$ cat src/rtl/eq_ring_pkg.sv
package eq_ring_pkg;
  typedef enum logic [1:0] {
    ST_IDLE   = 2'd0,
    ST_ARMED  = 2'd1,
    ST_FIRED  = 2'd2,
    ST_ALWAYS = 2'd3
  } arm_st_e;

  localparam logic [7:0] DB_INC_CI = 8'd1;
  localparam logic [7:0] DB_ARM    = 8'd2;
  localparam logic [7:0] DB_DISARM = 8'd3;
  localparam logic [7:0] DB_SET_CI = 8'd4;
  localparam logic [7:0] DB_ALWAYS = 8'd5;

  localparam logic [3:0] STS_OK  = 4'd0;
  localparam logic [3:0] STS_OVF = 4'd9;

  localparam int ENTRY_BITS   = 256;
  localparam int PAYLOAD_BITS = 192;
  localparam int QN_W         = 24;

  function automatic logic [ENTRY_BITS-1:0] build_entry(
    input logic [7:0] ty, input logic [7:0] sb, input logic [PAYLOAD_BITS-1:0] pl);
    logic [ENTRY_BITS-1:0] e;
    e           = '0;
    e[15:8]     = ty;
    e[31:24]    = sb;
    e[223:32]   = pl;
    e[255:248]  = 8'h00; // owner bit 255 = 0: software owns
    return e;
  endfunction
endpackage

$ cat src/rtl/eq_owner_map.sv
module eq_owner_map #(
  parameter int DEPTH = 8,
  localparam int IDX_W = $clog2(DEPTH)
) (
  input  logic             clk_i,
  input  logic             rst_ni,
  input  logic             claim_i,
  input  logic [IDX_W-1:0] claim_slot_i,
  input  logic             rel_i,
  input  logic [IDX_W-1:0] rel_slot_i,
  output logic [DEPTH-1:0] hw_own_o
);
  for (genvar g = 0; g < DEPTH; g++) begin : g_slot
    always_ff @(posedge clk_i or negedge rst_ni) begin
      if (!rst_ni)                                     hw_own_o[g] <= 1'b1;
      else if (claim_i && claim_slot_i == IDX_W'(g))   hw_own_o[g] <= 1'b0;
      else if (rel_i && rel_slot_i == IDX_W'(g))       hw_own_o[g] <= 1'b1;
    end
  end

  p_claim_clears_r1: assert property (@(posedge clk_i) disable iff (!rst_ni)
    claim_i |=> !hw_own_o[$past(claim_slot_i)]);
  p_release_sets_r4: assert property (@(posedge clk_i) disable iff (!rst_ni)
    (rel_i && !(claim_i && claim_slot_i == rel_slot_i)) |=> hw_own_o[$past(rel_slot_i)]);
endmodule

$ cat src/rtl/eq_index.sv
module eq_index #(
  parameter int DEPTH = 8,
  localparam int CNT_W = $clog2(DEPTH) + 1
) (
  input  logic             clk_i,
  input  logic             rst_ni,
  input  logic             adv_i,
  input  logic             inc_i,
  input  logic             set_i,
  input  logic [CNT_W-1:0] set_val_i,
  output logic [CNT_W-1:0] prod_o,
  output logic [CNT_W-1:0] cons_o,
  output logic [CNT_W-1:0] used_o
);
  always_ff @(posedge clk_i or negedge rst_ni) begin
    if (!rst_ni) begin
      prod_o <= '0;
      cons_o <= '0;
    end else begin
      if (adv_i) prod_o <= prod_o + 1'b1;
      if (set_i)      cons_o <= set_val_i;
      else if (inc_i) cons_o <= cons_o + 1'b1;
    end
  end

  assign used_o = prod_o - cons_o; // wraps mod 2*DEPTH

  p_set_ci_r9: assert property (@(posedge clk_i) disable iff (!rst_ni)
    set_i |=> cons_o == $past(set_val_i));
  p_prod_step_r2: assert property (@(posedge clk_i) disable iff (!rst_ni)
    adv_i |=> prod_o == $past(prod_o) + 1'b1);
endmodule

$ cat src/rtl/eq_arm_ctrl.sv
module eq_arm_ctrl
  import eq_ring_pkg::*;
(
  input  logic clk_i,
  input  logic rst_ni,
  input  logic post_i,
  input  logic arm_i,
  input  logic always_i,
  input  logic disarm_i,
  output logic irq_o
);
  arm_st_e st_q, st_d;
  logic    irq_d;

  assign irq_d = post_i && (st_q == ST_ARMED || st_q == ST_ALWAYS);

  always_comb begin
    st_d = st_q;
    if (arm_i)                          st_d = ST_ARMED;
    else if (always_i)                  st_d = ST_ALWAYS;
    else if (disarm_i)                  st_d = ST_IDLE;
    else if (post_i && st_q == ST_ARMED) st_d = ST_FIRED;
  end

  always_ff @(posedge clk_i or negedge rst_ni) begin
    if (!rst_ni) begin
      st_q  <= ST_ARMED;
      irq_o <= 1'b0;
    end else begin
      st_q  <= st_d;
      irq_o <= irq_d;
    end
  end

  p_irq_cause_r5: assert property (@(posedge clk_i) disable iff (!rst_ni)
    irq_o |-> $past(post_i));
  p_fired_quiet_r5: assert property (@(posedge clk_i) disable iff (!rst_ni)
    (st_q == ST_FIRED && post_i) |=> !irq_o);
  p_always_stays_r7: assert property (@(posedge clk_i) disable iff (!rst_ni)
    (st_q == ST_ALWAYS && post_i && !arm_i && !disarm_i) |=> (irq_o && st_q == ST_ALWAYS));
  p_idle_quiet_r8: assert property (@(posedge clk_i) disable iff (!rst_ni)
    (st_q == ST_IDLE && post_i) |=> !irq_o);
endmodule

$ cat src/rtl/eq_ring_producer.sv
module eq_ring_producer
  import eq_ring_pkg::*;
#(
  parameter int DEPTH    = 8,
  parameter int QUEUE_ID = 5,
  localparam int IDX_W  = $clog2(DEPTH),
  localparam int CNT_W  = IDX_W + 1,
  localparam int ADDR_W = IDX_W + 5
) (
  input  logic                    clk_i,
  input  logic                    rst_ni,
  input  logic                    ev_valid_i,
  input  logic [7:0]              ev_type_i,
  input  logic [7:0]              ev_sub_i,
  input  logic [PAYLOAD_BITS-1:0] ev_payload_i,
  input  logic                    db_valid_i,
  input  logic [31:0]             db_word_i,
  input  logic [CNT_W-1:0]        db_arg_i,
  input  logic                    rel_i,
  input  logic [IDX_W-1:0]        rel_slot_i,
  output logic                    wr_en_o,
  output logic [ADDR_W-1:0]       wr_addr_o,
  output logic [ENTRY_BITS-1:0]   wr_data_o,
  output logic                    irq_o,
  output logic                    ovf_o,
  output logic [3:0]              status_o,
  output logic [CNT_W-1:0]        used_o
);
  logic [DEPTH-1:0] hw_own;
  logic [CNT_W-1:0] prod, cons;
  logic [IDX_W-1:0] slot;
  logic             accept, drop, db_hit;
  logic [7:0]       db_cmd;

  assign slot   = prod[IDX_W-1:0];
  assign accept = ev_valid_i && hw_own[slot];
  assign drop   = ev_valid_i && !hw_own[slot];
  assign db_cmd = db_word_i[31:24];
  assign db_hit = db_valid_i && (db_word_i[QN_W-1:0] == QN_W'(QUEUE_ID));

  eq_owner_map #(.DEPTH(DEPTH)) i_owner (
    .clk_i, .rst_ni,
    .claim_i(accept), .claim_slot_i(slot),
    .rel_i, .rel_slot_i,
    .hw_own_o(hw_own)
  );

  eq_index #(.DEPTH(DEPTH)) i_index (
    .clk_i, .rst_ni,
    .adv_i(accept),
    .inc_i(db_hit && db_cmd == DB_INC_CI),
    .set_i(db_hit && db_cmd == DB_SET_CI),
    .set_val_i(db_arg_i),
    .prod_o(prod), .cons_o(cons), .used_o
  );

  eq_arm_ctrl i_arm (
    .clk_i, .rst_ni,
    .post_i(accept),
    .arm_i(db_hit && db_cmd == DB_ARM),
    .always_i(db_hit && db_cmd == DB_ALWAYS),
    .disarm_i(db_hit && db_cmd == DB_DISARM),
    .irq_o
  );

  always_ff @(posedge clk_i or negedge rst_ni) begin
    if (!rst_ni) begin
      wr_en_o   <= 1'b0;
      wr_addr_o <= '0;
      wr_data_o <= '0;
      status_o  <= STS_OK;
    end else begin
      wr_en_o <= accept;
      if (accept) begin
        wr_addr_o <= {slot, 5'b0};
        wr_data_o <= build_entry(ev_type_i, ev_sub_i, ev_payload_i);
      end
      if (drop) status_o <= STS_OVF;
    end
  end

  assign ovf_o = (status_o == STS_OVF);

  p_drop_holds_prod_r3: assert property (@(posedge clk_i) disable iff (!rst_ni)
    drop |=> prod == $past(prod));
  p_ovf_sticky_r3: assert property (@(posedge clk_i) disable iff (!rst_ni)
    ovf_o |=> ovf_o);
  p_write_claims_r2: assert property (@(posedge clk_i) disable iff (!rst_ni)
    (wr_en_o && !$past(rel_i)) |-> !hw_own[wr_addr_o[ADDR_W-1:5]]);
  p_owner_sw_r1: assert property (@(posedge clk_i) disable iff (!rst_ni)
    wr_en_o |-> !wr_data_o[ENTRY_BITS-1]);
endmodule

$ cat config.mk
export PLATFORM = sky130hd
export DESIGN_NAME = eq_ring_producer
export DESIGN_NICKNAME = d
export VERILOG_FILES = /design/src/rtl/eq_ring_pkg.sv /design/src/rtl/eq_owner_map.sv /design/src/rtl/eq_index.sv /design/src/rtl/eq_arm_ctrl.sv /design/src/rtl/eq_ring_producer.sv
export SDC_FILE = /design/constraint.sdc
export NUM_CORES = 1
export LEC_CHECK = 0
export CORE_AREA = 2 2 207 209
export DETAILED_ROUTE_END_ITERATION = 16
export DIE_AREA = 0 0 209 211
export DONT_BUFFER_PORTS = 1
export GPL_TIMING_DRIVEN = 0
export SETUP_SLACK_MARGIN = 0.2
export SLEW_MARGIN = 15
export SYNTH_ARGS = -nofsm -noshare
export SYNTH_HDL_FRONTEND = slang
export SYNTH_SLANG_ARGS = --single-unit
$ cat constraint.sdc
create_clock -name clk_i -period 2.8 [get_ports clk_i]
set_clock_uncertainty 0.2 [all_clocks]
set_input_delay 0.56 -clock clk_i [delete_from_list [all_inputs] [get_ports clk_i]]
set_output_delay 0.56 -clock clk_i [all_outputs]
set_load 0.02 [all_outputs]
==> results.txt <==
----------------------------------------------------
[Global route]
  Global-route usage over all layers ... 12.6%
  Initial antenna violation count ... 3
  Aggregate global routing overflow ... 0
  Maximum number of pins on one net before global-route repair ... between 200 and 250
  Vias in the first global route ... 6,950
  First-pass GRT wire length ... 43,000 um

[Timing]
  Unrepaired setup endpoints after global routing ... true
  Count of final setup violators ... 0
  Peak Freq ... about 380 MHz
  Final sum of negative setup slack ... 0 ns
  Tmin final ... 2.63 ns
  Max-slew violation count ... 0
  Endpoints failing hold ... 232
  Final Hold Slack ... -0.482 ns
  Portion of the clock cycle consumed by the worst path in the final layout ... 94.0%
  Slew at the pin with the worst max-slew slack ... 0.556 ns
  Final worst-path setup slack ... 0.169 ns
  Headroom to the max-slew limit ... between 60 and 70%

[Power]
  Switching power of the nets ... 7.09 mW
  Int Pwr ... 10.8 mW
  Pwr Density ... approximately 1300 mW/mm^2
  Logic gate share of total power ... approximately a third
  Switching power share of the total ... a little under 40%
  Static Leakage ... 6.23 nW
  Clock group share of total power ... roughly a fifth
  Seq pwr share ... between 40% and 50%
  Highest ir drop seen on vdd ... 0.754 mV

[Worst setup path]
  Series of cell instances along the critical path ... buf_6, inv_6, ha_4, fa_2, xnor2_4
  Worst R2R Start ... i_index.prod_o[0]
  Reg-to-reg slack, setup ... 0.32 ns
  Worst setup SP type ... flop
  Critical R2R Capture ... wr_data_o[44]
  Arrival time at the worst endpoint ... 1.87 ns
  Max Fanout on Critical Path ... 3
  Delay contributed by the slowest stage of the critical path ... 0.40 ns
  Slowest-stage cell, CP ... sky130_fd_sc_hd__fa_2
  Source of the critical timing path ... i_index.prod_o[0]
  Buffers & Inverters on Critical Path ... 2
  Critical Path Sink Type ... output port
  Worst path top cell family by delay ... adder cells
  Data required, critical path ... about 2.0 ns
  Worst reg-to-reg path cell count ... 9
  Critical path start-end classification ... flop to output port

[Route]
  Post-route antenna net violation count ... 0
  Routed length per instance ... 19.5 um
  Top routing layer in use ... met5
  Drc violations ... 0
  Wire length on met1 ... 10,900 um
  Via-to-Cell Ratio ... 4.18
  Total length of routed met2 wires ... 15,300 um
  Detailed-routing iteration count for the pre-antenna-repair pass ... 4
  Count of vias placed by the detailed router ... 6,309
  Post-Route WL ... 29,500 um
  Initial DRC Count ... 328
  Met3 WL ... 2420 um

[Flow run]
  Reported max-cap violation count ... 0

[Synth]
  Synth Area in Simple Gates ... 2.65%
  Async set-or-reset flop fraction in the synthesized netlist ... 100%
  Most area-consuming cells after synthesis ... sky130_fd_sc_hd__dfrtp_1 (56%), sky130_fd_sc_hd__mux2_4 (15%), sky130_fd_sc_hd__mux2_2 (12%)
  Cell types with the highest counts after synthesis ... sky130_fd_sc_hd__dfrtp_1 (223), sky130_fd_sc_hd__mux2_2 (111), sky130_fd_sc_hd__mux2_4 (100)
  Synthesized area ... about 0.01 sq mm
  Distinct cell type count after synthesis ... 43
  Largest family of logic cells by synthesized area ... multiplexers
  Top flip-flop cell by instance count after synthesis ... sky130_fd_sc_hd__dfrtp_1
  Gate count after technology mapping ... 646
  Synthesis Warnings ... 0
  Mux cell area share after synthesis ... 27.9%
  Avg Inst Size Synth ... approximately 16 sq um
  Area share of fa/ha/maj cells after synthesis ... 1.45%
  Count of flip-flops with a built-in enable after synthesis ... 0
  Post-synthesis register bit count ... 232
  Count leader, synth ... sky130_fd_sc_hd__dfrtp_1
  Compound-cell area share of the yosys netlist ... between 2 and 2.5%
  Largest area contributor in the netlist ... sky130_fd_sc_hd__dfrtp_1
  Seq/Total Area, Yosys ... 58.1%
  Synthesized-area fraction occupied by xor and xnor cells ... 0.437%
  Fraction of post-synthesis cell area in the top cell type by area ... 55.7%

[Place]
  Number of I/O port buffers ... 0
  Routability Congestion ... a little under 0.8
  HPWL after detailed placement ... 19,500 um
  Placed cell area ... 0.0109 sq mm
  Pre-CTS setup slack ... 0.172 ns

[Clocking]
  Hold Buf Count CTS ... 215
  Clock tree root driver cell ... sky130_fd_sc_hd__clkbuf_16
  CTS clk-pin slew, worst paths ... 0.06 ns
  Clock sink count ... between 200 and 250
  # H-tree levels ... 1
  TritonCTS clock tree ... done
  Inserted Clock Buffers ... 26
  Max clock buf depth ... 3
  Worst-skew pair later-pin latency ... 0.53 ns

[Final layout]
  Layout Cell Area excl Fill ... 0.0141 sq mm
  Utilization after layout ... 33.7%
  Share of layout cells above drive strength 1 ... between 30% and 40%
  Footprint of the multi-input gates ... 0.00374 sq mm
  Storage element area ... roughly 0.0058 sq mm
  Number of nets in the layout ... 1,213
  Layout overhead on the synthesized area ... 40.3%
  Number of filler instances in the final layout ... 3,990

[Run status]
  Outcome ... finished, violations left
  Violations in the final reports ... hold timing

[Floorplanning]
  Top Ports ... between 500 and 600
  Standard cell core area ... 0.0418 sq mm
  Area of the die ... 0.0441 sq mm
  Site Rows ... 75
  Height of the die ... 211 um
  Horiz. Die Dim ... 209 um
  Effective utilization at floorplan ... 24.0%

[Hold path]
  Worst min-delay path category ... primary input to async pin

----------------------------------------------------
## per-stage QoR
step           std cells  hold WS [ns]  total power, mW
2_1_floorplan        700        0.0644             12.4
3_3_place_gp        1239        0.0735             13.7
3_5_place_dp        1239        0.0758             13.9
4_1_cts             1508        -0.507             17.9
5_1_grt             1511        -0.509             18.7
6_report            1511        -0.482             17.8
## placed cells by master, fill, tap and decap left out, drive strengths merged, types with 3 or more instances in the layout
| cell | n |
|---|---|
| clkinv | 7 |
| buf | 91 |
| ha | 10 |
| a31oi | 12 |
| mux2 | 211 |
| nand4 | 3 |
| conb | 55 |
| a21oi | 13 |
| inv | 11 |
| and2 | 3 |
| o21ai | 3 |
| nor4 | 3 |
| mux2i | 4 |
| clkbuf | 37 |
| nor2 | 7 |
| dfstp | 9 |
| xnor2 | 5 |
| nand3 | 5 |
| nor2b | 4 |
| dfrtp | 223 |
| nand2 | 9 |
| bufinv | 3 |
| dlygate4sd3 | 215 |
## repair_timing
action / in CTS / in global routing
gates resized for setup: 13 / 3
setup buffers: 6 / 1
pin swaps: 4 / 5
setup endpoints to repair: 34 / 112
endpoints found under the hold margin: 449 / 232
## logic make-up (layout without fill, tap and decap cells)
| kind of cell | Yosys count | count (layout) |
|---|---|---|
| compound gates | 39 | 39 |
| flops | 232 | 232 |
| simple gates | 47 | 47 |
| fa+ha+maj | 11 | 11 |
| other cells | 1 | 57 |
| xor+xnor | 5 | 5 |
| mux | 215 | 215 |
| buf+inv | 96 | 366 |
## worst max path at each step
stage	to	cells past startpoint	slack, ns
floorplan	used_o[2]	5	0.44
CTS	used_o[2]	5	0.15
detailed placement	wr_data_o[40]	7	0.17
global placement	wr_data_o[40]	7	0.18
finish	used_o[2]	5	0.17
global route	used_o[2]	5	0.12
## power groups by stage
stage | clock network (mW) | logic (mW) | registers (mW)
global placement | 0 | 5.12 | 8.61
floorplan | 0 | 4.49 | 7.96
detailed placement | 0 | 5.25 | 8.60
CTS | 3.61 | 5.71 | 8.57
global route | 3.75 | 6.16 | 8.75
finish | 3.52 | 5.76 | 8.57
## final cells by class
| type | count | share of cell area, % |
|---|---|---|
| Sequential cell | 232 | 41.4 |
| Multi-Input combinational cell | 372 | 26.6 |
| Timing Repair Buffer | 222 | 15.7 |
| Clock buffer | 36 | 5.33 |
| Buffer | 85 | 4.82 |
| Tap cell | 539 | 4.80 |
| Clock inverter | 12 | 0.997 |
| Inverter | 11 | 0.329 |
| Antenna cell | 2 | 0.0356 |
## worst register-to-register path: cells and delay by family (launching register included)
family                 cells  cell delay, ns
AO/OA/AOI/OAI              1            0.14
buffers and inverters      5            0.94
flip-flops                 1            0.39
multiplexers               2            0.47
AND/OR/NAND/NOR            1            0.23
## state kept, by name (all words and copies together) (netlist names), 2 cells and up
register / flops
i_index.prod_o: 4
i_arm.st_q: 2
i_owner.hw_own_o: 8
i_index.cons_o: 4
wr_data_o: 208
wr_addr_o: 3
## routing by layer
metal / global-route usage, % / up-vias
li1: - / 2770
met3: 3.51 / 59
met5: 0 / -
met2: 23.1 / 354
met1: 13.8 / 3124
met4: 4.61 / 2
Power figures use the tool's default switching activity.
